## src/rtl/cam_ctl_pkg.sv

```systemverilog
`timescale 1ns/1ps
package cam_ctl_pkg;

   // Mode word, bit 0 first in the register view
   typedef struct packed {
      logic std625;
      logic backlight;
      logic auto_gain;
      logic auto_exp;
      logic linear;
   } cam_mode_t;

   localparam int MODE_W = $bits(cam_mode_t);

   localparam logic [7:0] IDX_MODE = 8'h00;
   localparam logic [7:0] IDX_EXPO = 8'h01;
   localparam logic [7:0] IDX_GAIN = 8'h02;

   localparam int FRAME_SHORT = 3;
   localparam int FRAME_LONG  = 5;

   typedef enum logic [2:0] {
      BUS_IDLE,
      BUS_RX,
      BUS_ACK,
      BUS_TX,
      BUS_HACK,
      BUS_TXNEXT
   } bus_state_t;

endpackage

```

## src/rtl/cam_line_sync.sv

```systemverilog
`timescale 1ns/1ps
module cam_line_sync #(
   parameter int   STAGES  = 2,
   parameter logic RST_VAL = 1'b1
) (
   input  logic clk,
   input  logic rst_n,
   input  logic din,
   output logic dout
);
   logic [STAGES-1:0] pipe;

   always_ff @(posedge clk) begin
      if (!rst_n) pipe <= {STAGES{RST_VAL}};
      else        pipe <= {pipe[STAGES-2:0], din};
   end

   assign dout = pipe[STAGES-1];
endmodule

```

## src/rtl/cam_reg_file.sv

```systemverilog
`timescale 1ns/1ps
module cam_reg_file
   import cam_ctl_pkg::*;
#(
   parameter int EXP_W   = 16,
   parameter int GAIN_W  = 8,
   parameter int EXP_RST = 0,
   parameter int GAIN_RST = 0
) (
   input  logic              clk,
   input  logic              rst_n,
   input  cam_mode_t         strap_mode,
   input  logic              wr_en,
   input  logic [7:0]        wr_idx,
   input  logic [15:0]       wr_data,
   input  logic [7:0]        rd_idx,
   output cam_mode_t         mode_q,
   output logic              agc_eff,
   output logic [EXP_W-1:0]  expo_q,
   output logic [GAIN_W-1:0] gain_q,
   output logic [15:0]       rd_data
);
   logic [15:0] expo_ext;
   logic [15:0] gain_ext;
   logic [15:0] mode_ext;

   always_ff @(posedge clk) begin
      if (!rst_n) begin
         mode_q <= strap_mode;
         expo_q <= EXP_W'(EXP_RST);
         gain_q <= GAIN_W'(GAIN_RST);
      end else if (wr_en) begin
         case (wr_idx)
            IDX_MODE: mode_q <= cam_mode_t'(wr_data[MODE_W-1:0]);
            IDX_EXPO: expo_q <= wr_data[EXP_W-1:0];
            IDX_GAIN: gain_q <= wr_data[GAIN_W-1:0];
            default:  ;
         endcase
      end
   end

   // Gain follows exposure: it cannot act while exposure control is off
   assign agc_eff = mode_q.auto_gain & mode_q.auto_exp;

   generate
      if (EXP_W == 16) begin : g_expo_full
         assign expo_ext = expo_q;
      end else begin : g_expo_pad
         assign expo_ext = {{(16-EXP_W){1'b0}}, expo_q};
      end
      if (GAIN_W == 16) begin : g_gain_full
         assign gain_ext = gain_q;
      end else begin : g_gain_pad
         assign gain_ext = {{(16-GAIN_W){1'b0}}, gain_q};
      end
   endgenerate

   assign mode_ext = {{(16-MODE_W){1'b0}}, mode_q};

   always_comb begin
      case (rd_idx)
         IDX_MODE: rd_data = mode_ext;
         IDX_EXPO: rd_data = expo_ext;
         IDX_GAIN: rd_data = gain_ext;
         default:  rd_data = 16'h0000;
      endcase
   end
endmodule

```

## src/rtl/cam_bus_engine.sv

```systemverilog
`timescale 1ns/1ps
module cam_bus_engine
   import cam_ctl_pkg::*;
(
   input  logic        clk,
   input  logic        rst_n,
   input  logic        scl_s,
   input  logic        sda_s,
   input  logic [6:0]  dev_addr,
   input  logic [15:0] rd_data,
   output logic [7:0]  rd_ptr,
   output logic        wr_en,
   output logic [7:0]  wr_idx,
   output logic [15:0] wr_data,
   output logic        pull,
   output logic        start_det,
   output logic        stop_det
);
   localparam logic [2:0] CNT_SHORT = 3'(FRAME_SHORT);
   localparam logic [2:0] CNT_LONG  = 3'(FRAME_LONG);

   bus_state_t  state;
   logic        scl_q, sda_q;
   logic [3:0]  bit_cnt;
   logic [2:0]  byte_cnt;
   logic [7:0]  shreg;
   logic [7:0]  tx_sh;
   logic [7:0]  d_prev, d_last;
   logic [1:0]  rd_sel;
   logic        is_read;
   logic        scl_rise, scl_fall;
   logic [7:0]  rd_byte;

   assign start_det = scl_s & scl_q &  sda_q & ~sda_s;
   assign stop_det  = scl_s & scl_q & ~sda_q &  sda_s;
   assign scl_rise  =  scl_s & ~scl_q;
   assign scl_fall  = ~scl_s &  scl_q;

   always_comb begin
      case (rd_sel)
         2'd0:    rd_byte = rd_data[15:8];
         2'd1:    rd_byte = rd_data[7:0];
         default: rd_byte = 8'h00;
      endcase
   end

   always_ff @(posedge clk) begin
      if (!rst_n) begin
         scl_q <= 1'b1;
         sda_q <= 1'b1;
      end else begin
         scl_q <= scl_s;
         sda_q <= sda_s;
      end
   end

   always_ff @(posedge clk) begin
      if (!rst_n) begin
         state    <= BUS_IDLE;
         bit_cnt  <= '0;
         byte_cnt <= '0;
         shreg    <= '0;
         tx_sh    <= '0;
         d_prev   <= '0;
         d_last   <= '0;
         rd_sel   <= '0;
         is_read  <= 1'b0;
         rd_ptr   <= '0;
         wr_en    <= 1'b0;
         wr_idx   <= '0;
         wr_data  <= '0;
         pull     <= 1'b0;
      end else begin
         wr_en <= 1'b0;
         if (start_det) begin
            state    <= BUS_RX;
            bit_cnt  <= '0;
            byte_cnt <= '0;
            is_read  <= 1'b0;
            pull     <= 1'b0;
         end else if (stop_det) begin
            state  <= BUS_IDLE;
            pull   <= 1'b0;
            wr_idx <= rd_ptr;
            if (!is_read && byte_cnt == CNT_SHORT) begin
               wr_en   <= 1'b1;
               wr_data <= {8'h00, d_last};
            end else if (!is_read && byte_cnt == CNT_LONG) begin
               wr_en   <= 1'b1;
               wr_data <= {d_prev, d_last};
            end
         end else begin
            case (state)
               BUS_RX: begin
                  if (scl_rise && bit_cnt != 4'd8) begin
                     shreg   <= {shreg[6:0], sda_s};
                     bit_cnt <= bit_cnt + 4'd1;
                  end else if (scl_fall && bit_cnt == 4'd8) begin
                     bit_cnt <= '0;
                     if (byte_cnt == 3'd0) begin
                        if (shreg[7:1] == dev_addr) begin
                           is_read  <= shreg[0];
                           byte_cnt <= 3'd1;
                           rd_sel   <= '0;
                           pull     <= 1'b1;
                           state    <= BUS_ACK;
                        end else begin
                           state <= BUS_IDLE;
                        end
                     end else begin
                        if (byte_cnt == 3'd1) begin
                           rd_ptr <= shreg;
                        end else begin
                           d_prev <= d_last;
                           d_last <= shreg;
                        end
                        if (byte_cnt != 3'd7) byte_cnt <= byte_cnt + 3'd1;
                        pull  <= 1'b1;
                        state <= BUS_ACK;
                     end
                  end
               end
               BUS_ACK, BUS_TXNEXT: begin
                  if (scl_fall) begin
                     if (is_read) begin
                        tx_sh   <= rd_byte;
                        pull    <= ~rd_byte[7];
                        bit_cnt <= '0;
                        if (rd_sel != 2'd2) rd_sel <= rd_sel + 2'd1;
                        state   <= BUS_TX;
                     end else begin
                        pull  <= 1'b0;
                        state <= BUS_RX;
                     end
                  end
               end
               BUS_TX: begin
                  if (scl_fall) begin
                     if (bit_cnt == 4'd7) begin
                        pull  <= 1'b0;
                        state <= BUS_HACK;
                     end else begin
                        tx_sh   <= {tx_sh[6:0], 1'b0};
                        pull    <= ~tx_sh[6];
                        bit_cnt <= bit_cnt + 4'd1;
                     end
                  end
               end
               BUS_HACK: begin
                  if (scl_rise) state <= sda_s ? BUS_IDLE : BUS_TXNEXT;
               end
               default: ;
            endcase
         end
      end
   end
endmodule

```

## src/rtl/cam_ctl_slave.sv

```systemverilog
`timescale 1ns/1ps
module cam_ctl_slave
   import cam_ctl_pkg::*;
#(
   parameter logic [4:0] ADDR_HI     = 5'b01011,
   parameter int         SYNC_STAGES = 2,
   parameter int         EXP_W       = 16,
   parameter int         GAIN_W      = 8,
   parameter int         EXP_RST     = 0,
   parameter int         GAIN_RST    = 0
) (
   input  logic              clk,
   input  logic              rst_n,
   input  logic              bus_clk_i,
   input  logic              bus_dat_i,
   output logic              bus_dat_pull_o,
   input  logic              strap_addr0,
   input  logic              strap_addr1,
   input  logic              strap_linear,
   input  logic              strap_auto_exp,
   input  logic              strap_auto_gain,
   input  logic              strap_backlight,
   input  logic              strap_std625,
   output logic              mode_linear,
   output logic              mode_auto_exp,
   output logic              mode_auto_gain,
   output logic              mode_backlight,
   output logic              mode_std625,
   output logic [EXP_W-1:0]  exposure_o,
   output logic [GAIN_W-1:0] gain_o
);
   localparam int N_LINES = 2;

   generate
      if (SYNC_STAGES < 2) begin : g_bad_sync
         $error("SYNC_STAGES must be at least 2");
      end
      if (EXP_W < 1 || EXP_W > 16) begin : g_bad_exp
         $error("EXP_W must lie in 1..16");
      end
      if (GAIN_W < 1 || GAIN_W > 16) begin : g_bad_gain
         $error("GAIN_W must lie in 1..16");
      end
   endgenerate

   logic [N_LINES-1:0] raw_lines;
   logic [N_LINES-1:0] sync_lines;
   cam_mode_t   strap_vec;
   cam_mode_t   mode_q;
   logic        agc_eff;
   logic [6:0]  dev_addr;
   logic [7:0]  rd_ptr;
   logic [15:0] rd_data;
   logic        wr_en;
   logic [7:0]  wr_idx;
   logic [15:0] wr_data;
   logic        bus_start, bus_stop;

   assign raw_lines = {bus_dat_i, bus_clk_i};

   for (genvar g = 0; g < N_LINES; g++) begin : g_sync
      cam_line_sync #(.STAGES(SYNC_STAGES), .RST_VAL(1'b1)) u_sync (
         .clk  (clk),
         .rst_n(rst_n),
         .din  (raw_lines[g]),
         .dout (sync_lines[g])
      );
   end

   assign dev_addr  = {ADDR_HI, strap_addr1, strap_addr0};
   assign strap_vec = '{std625:    strap_std625,
                        backlight: strap_backlight,
                        auto_gain: strap_auto_gain,
                        auto_exp:  strap_auto_exp,
                        linear:    strap_linear};

   cam_bus_engine u_eng (
      .clk      (clk),
      .rst_n    (rst_n),
      .scl_s    (sync_lines[0]),
      .sda_s    (sync_lines[1]),
      .dev_addr (dev_addr),
      .rd_data  (rd_data),
      .rd_ptr   (rd_ptr),
      .wr_en    (wr_en),
      .wr_idx   (wr_idx),
      .wr_data  (wr_data),
      .pull     (bus_dat_pull_o),
      .start_det(bus_start),
      .stop_det (bus_stop)
   );

   cam_reg_file #(
      .EXP_W   (EXP_W),
      .GAIN_W  (GAIN_W),
      .EXP_RST (EXP_RST),
      .GAIN_RST(GAIN_RST)
   ) u_regs (
      .clk       (clk),
      .rst_n     (rst_n),
      .strap_mode(strap_vec),
      .wr_en     (wr_en),
      .wr_idx    (wr_idx),
      .wr_data   (wr_data),
      .rd_idx    (rd_ptr),
      .mode_q    (mode_q),
      .agc_eff   (agc_eff),
      .expo_q    (exposure_o),
      .gain_q    (gain_o),
      .rd_data   (rd_data)
   );

   assign mode_linear    = mode_q.linear;
   assign mode_auto_exp  = mode_q.auto_exp;
   assign mode_auto_gain = agc_eff;
   assign mode_backlight = mode_q.backlight;
   assign mode_std625    = mode_q.std625;
endmodule

```

## config.mk

```make
export PLATFORM = sky130hd
export DESIGN_NAME = cam_ctl_slave
export DESIGN_NICKNAME = d
export VERILOG_FILES = /design/src/rtl/cam_ctl_pkg.sv /design/src/rtl/cam_line_sync.sv /design/src/rtl/cam_reg_file.sv /design/src/rtl/cam_bus_engine.sv /design/src/rtl/cam_ctl_slave.sv
export SDC_FILE = /design/constraint.sdc
export NUM_CORES = 1
export LEC_CHECK = 0
export BUFFER_PORTS_ARGS = -buffer_cell sky130_fd_sc_hd__buf_2
export CORE_UTILIZATION = 50
export DETAILED_ROUTE_END_ITERATION = 12
export HOLD_SLACK_MARGIN = 0.05
export PLACE_DENSITY = 0.69
export SYNTH_ARGS = -nofsm -noshare
export SYNTH_HDL_FRONTEND = slang
export SYNTH_SLANG_ARGS = --single-unit
```

## constraint.sdc

```tcl
create_clock -name clk -period 3.9 [get_ports clk]
set_input_delay 0.975 -clock clk [delete_from_list [all_inputs] [get_ports clk]]
set_output_delay 0.975 -clock clk [all_outputs]
set_load 0.01 [all_outputs]
```

## Yosys cells after proc, flatten, opt, wreduce, memory -nomap -nowiden

Cells that the tools add are included.

- Register bits after elaboration: 113
- Bits in latches: 0
- Bits in writable memories: 0
- Bits in read-only memories: 0
- Input bits: 11
- Output and inout port bits: 30
- Word-level logic and storage cells: 180
- Memories: 0

- Add/sub/neg operators: 3
- Multiply operators: 0
- Div/mod/pow operators: 0
- $lt $le $gt $ge: 0
- Equal/unequal tests: 41
- Shift operators: 0
- Muxes and demuxes: 54
- Bitwise operators: 20
- Reductions and logical operators: 36

Operators by type and width:

| kind | number |
|---|---|
| 16-bit one-hot mux with 3 select lines | 1 |
| 7-bit AND reduction | 6 |
| 16-bit 2-to-1 mux | 2 |
| 3-bit 2-to-1 mux | 10 |
| 7-bit 2-to-1 mux | 4 |
| 4-bit 2-to-1 mux | 6 |
| 2-bit by 1-bit inequality test with 1-bit output, second input constant | 11 |
| 2-bit 2-to-1 mux | 10 |
| 4-bit by 3-bit inequality test with 1-bit output, second input constant | 5 |
| 6-bit AND reduction | 3 |
| 8-bit by 1-bit equality test with 1-bit output, second input constant | 2 |
| 8-bit by 2-bit equality test with 1-bit output, second input constant | 2 |
| 8-bit zero test | 2 |
| 8-bit one-hot mux with 2 select lines | 1 |
| 5-bit 2-to-1 mux | 3 |
| 7-bit one-hot mux with 2 select lines | 1 |
| 1-bit 2-to-1 mux | 12 |
| 1-bit inverter | 12 |
| 3-bit one-hot mux with 4 select lines | 1 |
| 4-bit one-hot mux with 3 select lines | 1 |
| 10-bit AND reduction | 1 |
| 3-bit by 2-bit equality test with 1-bit output, second input constant | 3 |
| 3-bit equality test, second input constant | 3 |
| 1-bit bitwise AND | 8 |
| other kinds (27) | 44 |

## Depth between registers and ports, before layout

Gate-level depths: netlist of run 1.

- Depth after elaboration: 8
- Mapped depth: 9

## By module

From an unflattened synthesis of run 1, not the netlist that was laid out.

- Cell total of the unflattened synthesis: 607
- Area, all modules: 5,342.6 sq um

Modules (own cells, without submodules):

| module | instances | cells an instance | area each (sq um) | sequential area each (sq um) |
|---|---|---|---|---|
| cam_bus_engine | 1 | 441 | 3,806.2 | 1,601.5 |
| cam_reg_file | 1 | 156 | 1,423.9 | 630.6 |
| cam_line_sync | 2 | 4 | 52.6 | 40.0 |
| cam_ctl_slave | 1 | 2 | 7.5 | 0.0 |

## Worst setup path before layout of run 1

OpenSTA, ideal clock, no wires.

- Path type: input-to-reg
- From: in strap_addr1
- To: reg u_eng.is_read
- Data arrival time: 2,125 ps
- Path slack: 1,644 ps
- Stages: 5
- Path buffers: 0
- Cells stage by stage: xor2_1 -> or4_1 -> or3_1 -> mux2i_1 -> nor2_1

- Cells in the longest elaborated chain, start to end: 2

RTL lines:

| element | line | RTL |
|---|---|---|
| start, declared | cam_ctl_slave.sv:18 | `input logic strap_addr1,` |
| 7-bit by 6-bit equality test with 1-bit output | cam_bus_engine.sv:101 | `if (shreg[7:1] == dev_addr) begin` |
| 6-bit AND reduction (no source line) | n/a |  |
| end signal, assigned | cam_bus_engine.sv:102 | `is_read <= shreg[0];` |
| end, declared | cam_bus_engine.sv:30 | `logic is_read;` |

No other way between the ends.
A chain may end at the register's enable or synchronous reset.

## Final worst setup path of run 1

- From: reg u_eng.state[0]
- To: reg u_eng.rd_ptr[6]

- Cells in the longest elaborated chain, start to end: 2

RTL lines:

| element | line | RTL |
|---|---|---|
| start, declared | cam_bus_engine.sv:22 | `bus_state_t state;` |
| start signal, assigned | cam_bus_engine.sv:150 | `if (scl_rise) state <= sda_s ? BUS_IDLE : BUS_TXNEXT;` |
| 3-bit by 1-bit equality test with 1-bit output | cam_bus_engine.sv:93 | `case (state)` |
| 7-bit AND reduction (no source line) | n/a |  |
| end signal, assigned | cam_bus_engine.sv:112 | `rd_ptr <= shreg;` |
| end, declared | cam_bus_engine.sv:11 | `output logic [7:0] rd_ptr,` |

No other way between the ends.

==> reports/metrics.csv, run 1 <==
metric,value,unit
outcome,completed,
pwr dens,466,mW/mm^2
Clk pwr share,54.2,%
antenna violations before repair,0,
CP Max Fanout,24,
Psw,0.563,mW
DRT iter0 DRCs,230,
RSZ-0062 raised after global routing,false,
crit end category,flip-flop,
worst hold path class,flip-flop to flip-flop,
Total Die Area,0.0104,sq mm
number of diodes,0,
Worst Max-Slew Pin Slew,1.01,ns
VDD IR-drop max,0.000205,V
All-Layer GR Usage,24.0,%
WL final,11600,um
"commonest non-fill, non-tap cell in the layout",dfxtp_1,
Initial Utilization,51.1,%
root buffer cell,clkbuf_8,
#FFs+latches synth,113,
Cell Rows,36,
Comb power frac,2.3,%
Syn Nets,576,
Register Area,0.00231,sq mm
placed inst area,0.00524,sq mm
sequential share of power,43.5,%
CP Cell Sequence,nor3b_4 > nand3_4 > or4b_1 > mux2i_1 > nor2_1,
"Seq/Total Area, Yosys",46.5,%
fin crit period,2.51,ns
H-tree levels,4,
Routed WL per cell,15.9,um
Setup Skew,0.00642,ns
CTS Hold Bufs,0,
crit path from,u_eng.state[0],
setup TNS,0,ns
Longest Clk Path Bufs,2,
worst r2r dst,u_eng.rd_ptr[6],
"commonest cells after routing, fill and taps aside","dfxtp_1, nand2_1, mux2i_1, nor2_1, a21oi_1",
final RePlAce weighted congestion,0.852,
Syn Inst Count,555,
Leakage,2.43,nW
area of the core,0.00973,sq mm
fin area,0.00581,sq mm
max_slew headroom,32.1,%
crit path DAT,2.89,ns
# DRC,0,
largest net degree at the start of global routing,49,
worst r2r src,u_eng.state[0],
DR vias,4109,
Multi-input gate area,0.00248,sq mm
Crit-path slowest cell,or4b_1,
Ys Warns,0,
WS Path Type,flip-flop to flip-flop,
final period utilization,64.3,%
startpoint types,flip-flop,
Post-CTS Setup Bufs,0,
Skew-Pair Late Insertion Delay,0.51,ns
CTS buffer count,17,
Worst Hold Depth,1,
Yosys top cell area share,43.4,%
fmax,0.399,GHz
Post-Syn Area,0.00498,sq mm
CTS sink count,113,
CTS tree,done,
Via density,5.61,
post-layout worst setup margin,1.39,ns
Final Hold Viols,0,
Yosys top cell by area,dfxtp_1,
share of post-route cells with drive strength above 1,14.7,%
pre-CTS WS,1.17,ns
Final Max Slew Viols,0,
Internal Power,2.14,mW
hpwl dp,7870,um
Resized Gates After CTS,0,
Crit path required time,4.28,ns
syn_area_per_cell,8.97,sq um
max cap viols,0,
async set or reset register ratio after synthesis,0,%
most used flip-flop cell after synthesis,dfxtp_1,
Area Overhead vs Synth,16.8,%
Die W,102,um
number of detailed-routing iterations run before antenna repair,5,
Yosys cell types,56,
Setup crit end,u_eng.rd_ptr[6],
Clock Pin Slew Worst Setup and Hold Paths,0.05,ns
IO Port Bufs,40,
Post-synth EDFFs,5,
Final nets,608,
GRT overflow,0,
FF-to-FF path depth,5,
Die Span Y,102,um
R2R Setup Slk,1.39,ns
Filler cells,846,
Finish-stage setup viols,0,
first-pass GRT wire length,18900,um
dominant cells by area after synthesis,"dfxtp_1, mux2i_1, nand2_1",
vias in the first global route,3831,
# IOs,41,
switch share,20.8,%
CP max stage delay,0.77,ns
ANT nets after route,0,
Yosys cell counts (all sizes together), types with 3 or more instances:
cell    instances
a21oi          50
a22o            4
a22oi           7
a31oi           3
and2            3
and3            8
and3b           3
buf            10
clkbuf         23
dfxtp         108
edfxtp          5
ha             10
inv            10
mux2            5
mux2i          52
nand2          87
nand2b         12
nand3          21
nand3b          3
nor2           52
nor2b           8
nor3            3
nor3b           6
nor4            3
o211ai          4
o21a            5
o21ai          12
o22ai           8
o31ai           3
or3             3
area by class of cell:
type,count,share of cell area [%]
clock buffer,22,7.97
clock inverter,10,1.87
inverter,10,0.646
multi-input combinational,399,42.6
sequential,113,39.8
tap,133,2.86
timing repair buffer,46,4.22
cells by family after synthesis:
group / count (synthesis) / synth area share [%]
fa+ha+maj: 10 / 2.51
simple gates: 223 / 22.0
xor+xnor: 2 / 0.352
buf+inv: 43 / 3.72
mux: 57 / 11.6
compound gates: 107 / 13.4
flops: 113 / 46.5
how the worst min path moves through the flow:
stage / startpoint / slack, ns / to
after CTS: g_sync[0].u_sync.pipe[0] / 0.43 / g_sync[0].u_sync.pipe[1]
after global routing: u_eng.wr_data[15] / 0.47 / u_eng.wr_data[15]
after floorplan: g_sync[0].u_sync.pipe[0] / 0.39 / g_sync[0].u_sync.pipe[1]
final: g_sync[0].u_sync.pipe[0] / 0.43 / g_sync[0].u_sync.pipe[1]
after global placement: g_sync[0].u_sync.pipe[0] / 0.40 / g_sync[0].u_sync.pipe[1]
after detailed placement: g_sync[0].u_sync.pipe[0] / 0.40 / g_sync[0].u_sync.pipe[1]
metal layers:
layer / wire length (um) / GRT usage (%) / up-vias
met2: 5390 / 38.6 / 109
li1: - / - / 2019
met5: 0 / 0 / -
met3: 528 / 6.14 / 17
met1: 5480 / 30.4 / 1964
met4: 243 / 10.1 / 0
worst max-delay path: cells and delay by family, from the launching register on:
family        cells  cell delay (ns)
simple gates      4             1.39
flops             1             0.74
mux               1             0.24
stage by stage:
step	hold slack, ns	utilization (%)	cells	total power [mW]
after global placement	0.400	53.9	701	1.26
final	0.431	59.7	733	2.71
after floorplan	0.386	-	555	1.24
after CTS	0.431	59.7	733	2.73
after global routing	0.473	59.7	733	2.79
after detailed placement	0.396	53.9	701	1.26
flip-flops by register name (all words and copies together), names as in the netlist, 5 cells and up:
register / count
u_regs.gain_q: 8
u_eng.shreg: 8
u_eng.d_prev: 8
u_eng.rd_ptr: 8
u_regs.mode_q: 5
u_regs.expo_q: 16
u_eng.wr_data: 16
u_eng.d_last: 8
u_eng.tx_sh: 7
u_eng.wr_idx: 8
power groups by stage:
stage | combinational (mW) | clock [mW] | sequential (mW)
floorplan | 0.0449 | 0 | 1.20
global route | 0.0684 | 1.55 | 1.18
global placement | 0.0613 | 0 | 1.20
detailed placement | 0.0624 | 0 | 1.20
CTS | 0.0628 | 1.48 | 1.18
finish | 0.0625 | 1.47 | 1.18
(Power assumes the default switching activity.)
==> run 2, diff against run 1 <==
- PLACE_DENSITY: 0.69 -> 0.71
- clock period: 3.9 -> 2.3 ns (I/O delays scaled with it)
==> run 2 against run 1 <==
Via count is 1.6% higher; sequential share of layout area is 0.82 points lower; cell count is 1.6% higher; critical endpoint is now u_eng.rd_ptr[1]; utilization is 1.3 points higher; clock power is 74% higher; global-route usage is 0.81 points higher; power is 73% higher; flip-flop and latch count stayed put.
==> reports/metrics.csv, run 2 (same netlist as run 1, synthesis figures left out) <==
metric,value,unit,change
Setup Skew,0.00901,ns,+0.00259 ns
number of diodes,0,,unchanged
R2R Setup Slk,0.23,ns,-1.17 ns
"commonest cells after routing, fill and taps aside","dfxtp_1, nand2_1, mux2i_1, nor2_1, a21oi_1",,
largest net degree at the start of global routing,90,,+84%
uppermost routed layer,met4,,
hpwl dp,8130,um,+3.3%
WS Path Type,flip-flop to flip-flop,,
CTS tree,done,,
max_slew headroom,57.7,%,+26 points
Finish-stage setup viols,0,,unchanged
VDD IR-drop max,0.000410,V,+100%
CTS sink count,113,,unchanged
setup TNS,0,ns,unchanged
M1 WL,5300,um,-3.2%
worst hold path class,input port to flip-flop,,
startpoint types,flip-flop,,
max cap viols,0,,unchanged
utilization after layout,61.0,%,+1.3 points
CP Max Fanout,8,,-67%
Leakage,2.49,nW,+2.4%
area of the core,0.00973,sq mm,unchanged
All-Layer GR Usage,24.8,%,+0.81 points
Skew-Pair Late Insertion Delay,0.51,ns,about the same
final RePlAce weighted congestion,0.883,,+3.7%
IO Port Bufs,40,,unchanged
Final Hold Viols,0,,unchanged
root buffer cell,clkbuf_8,,
Total Die Area,0.0104,sq mm,unchanged
final period utilization,90.1,%,+26 points
vias in the first global route,3978,,+3.8%
Final Max Slew Viols,0,,unchanged
Die W,102,um,unchanged
ANT nets after route,0,,unchanged
outcome,completed,,
total power draw,4.67,mW,+73%
# DRC,0,,unchanged
Via density,5.61,,about the same
number of detailed-routing iterations run before antenna repair,5,,unchanged
H-tree levels,4,,unchanged
Longest Clk Path Bufs,2,,unchanged
crit path DAT,2.45,ns,-0.44 ns
fin crit period,2.07,ns,-0.434 ns
Final nets,620,,+2.0%
Largest regs,"u_eng.wr_data x16, u_regs.expo_q x16",,
CTS buffer count,17,,unchanged
Clock Pin Slew Worst Setup and Hold Paths,0.06,ns,about the same
metal3 WL,641,um,+21%
first-pass GRT wire length,19200,um,+1.6%
crit end category,flip-flop,,
RSZ-0062 raised after global routing,false,,
share of post-route cells with drive strength above 1,16.3,%,+1.7 points
Area Overhead vs Synth,19.3,%,
Initial Utilization,51.1,%,unchanged
GRT overflow,0,,unchanged
DRT iter0 DRCs,223,,-3.0%
fmax,0.483,GHz,+21%
Routed WL per cell,16.3,um,+2.4%
antenna violations before repair,0,,unchanged
Crit path required time,2.68,ns,-1.60 ns
# IOs,41,,unchanged
WL final,12100,um,+4.1%
Cell Rows,36,,unchanged
"commonest non-fill, non-tap cell in the layout",dfxtp_1,,
Worst Max-Slew Pin Slew,0.631,ns,-0.382 ns
met2 wire length,5910,um,+9.7%
Die Span Y,102,um,unchanged
pwr dens,788,mW/mm^2,+69%
Post-CTS Setup Bufs,0,,unchanged
DR vias,4176,,+1.6%
==> run 2: changes by cell type in the layout (fill, tap and decap cells not counted), sizes merged <==
cell,change
buf,+12
bufinv,+1
clkbuf,-5
clkinv,+1
clkinvlp,+2
inv,+1
==> run 2: worst max-delay path, cell delays in order (launching register included) <==
cell	delay, ns
dfxtp_1	0.33
inv_1	0.08
ha_1	0.13
and3b_1	0.34
nand3_4	0.14
or4b_4	0.65
mux2i_1	0.22
nor2_1	0.05
==> run 2: power breakdown <==
group | leakage [nW] | internal (mW) | switching [mW]
combinational | 1.30 | 0.0444 | 0.0779
clock | 0.273 | 1.64 | 0.924
sequential | 0.922 | 1.98 | 0.00733
==> run 2: worst paths after layout <==
check	start	to	cells past startpoint
hold / removal	bus_dat_i	g_sync[1].u_sync.pipe[0]	2
setup reg to reg	u_eng.bit_cnt[0]	u_eng.rd_ptr[1]	7
hold reg to reg	g_sync[0].u_sync.pipe[0]	g_sync[0].u_sync.pipe[1]	1
setup / recovery	u_eng.bit_cnt[0]	u_eng.rd_ptr[1]	7
==> run 2: what timing repair did <==
action | 4_1_cts | 5_1_grt
gates resized for setup | 0 | 2
setup endpoints to repair | 0 | 10
hold buffers | 0 | 0
==> run 2: stage by stage <==
step	area (sq um)	setup WS (ns)	hold slack, ns	cells
floorplan	4980	0.411	0.386	555
global placement	5340	0.160	0.412	713
detailed placement	5340	0.0507	0.407	713
CTS	5920	0.0354	0.238	745
global route	5930	0.0782	0.237	745
finish	5930	0.228	0.255	745
==> run 2: per-layer routing <==
metal / GRT usage, % / up-vias
met1: 29.8 / 1975
met5: 0 / -
met3: 6.42 / 27
li1: - / 2037
met4: 11.4 / 0
met2: 41.5 / 137
==> run 2: cell type report <==
cell class / instances / area, sq um
Inverter: 10 / 37.5
Tap cell: 133 / 166
Clock buffer: 17 / 414
Multi-Input combinational cell: 399 / 2490
Clock inverter: 15 / 168
Timing Repair Buffer: 58 / 348
Sequential cell: 113 / 2310
Fill cell: 850 / 3790
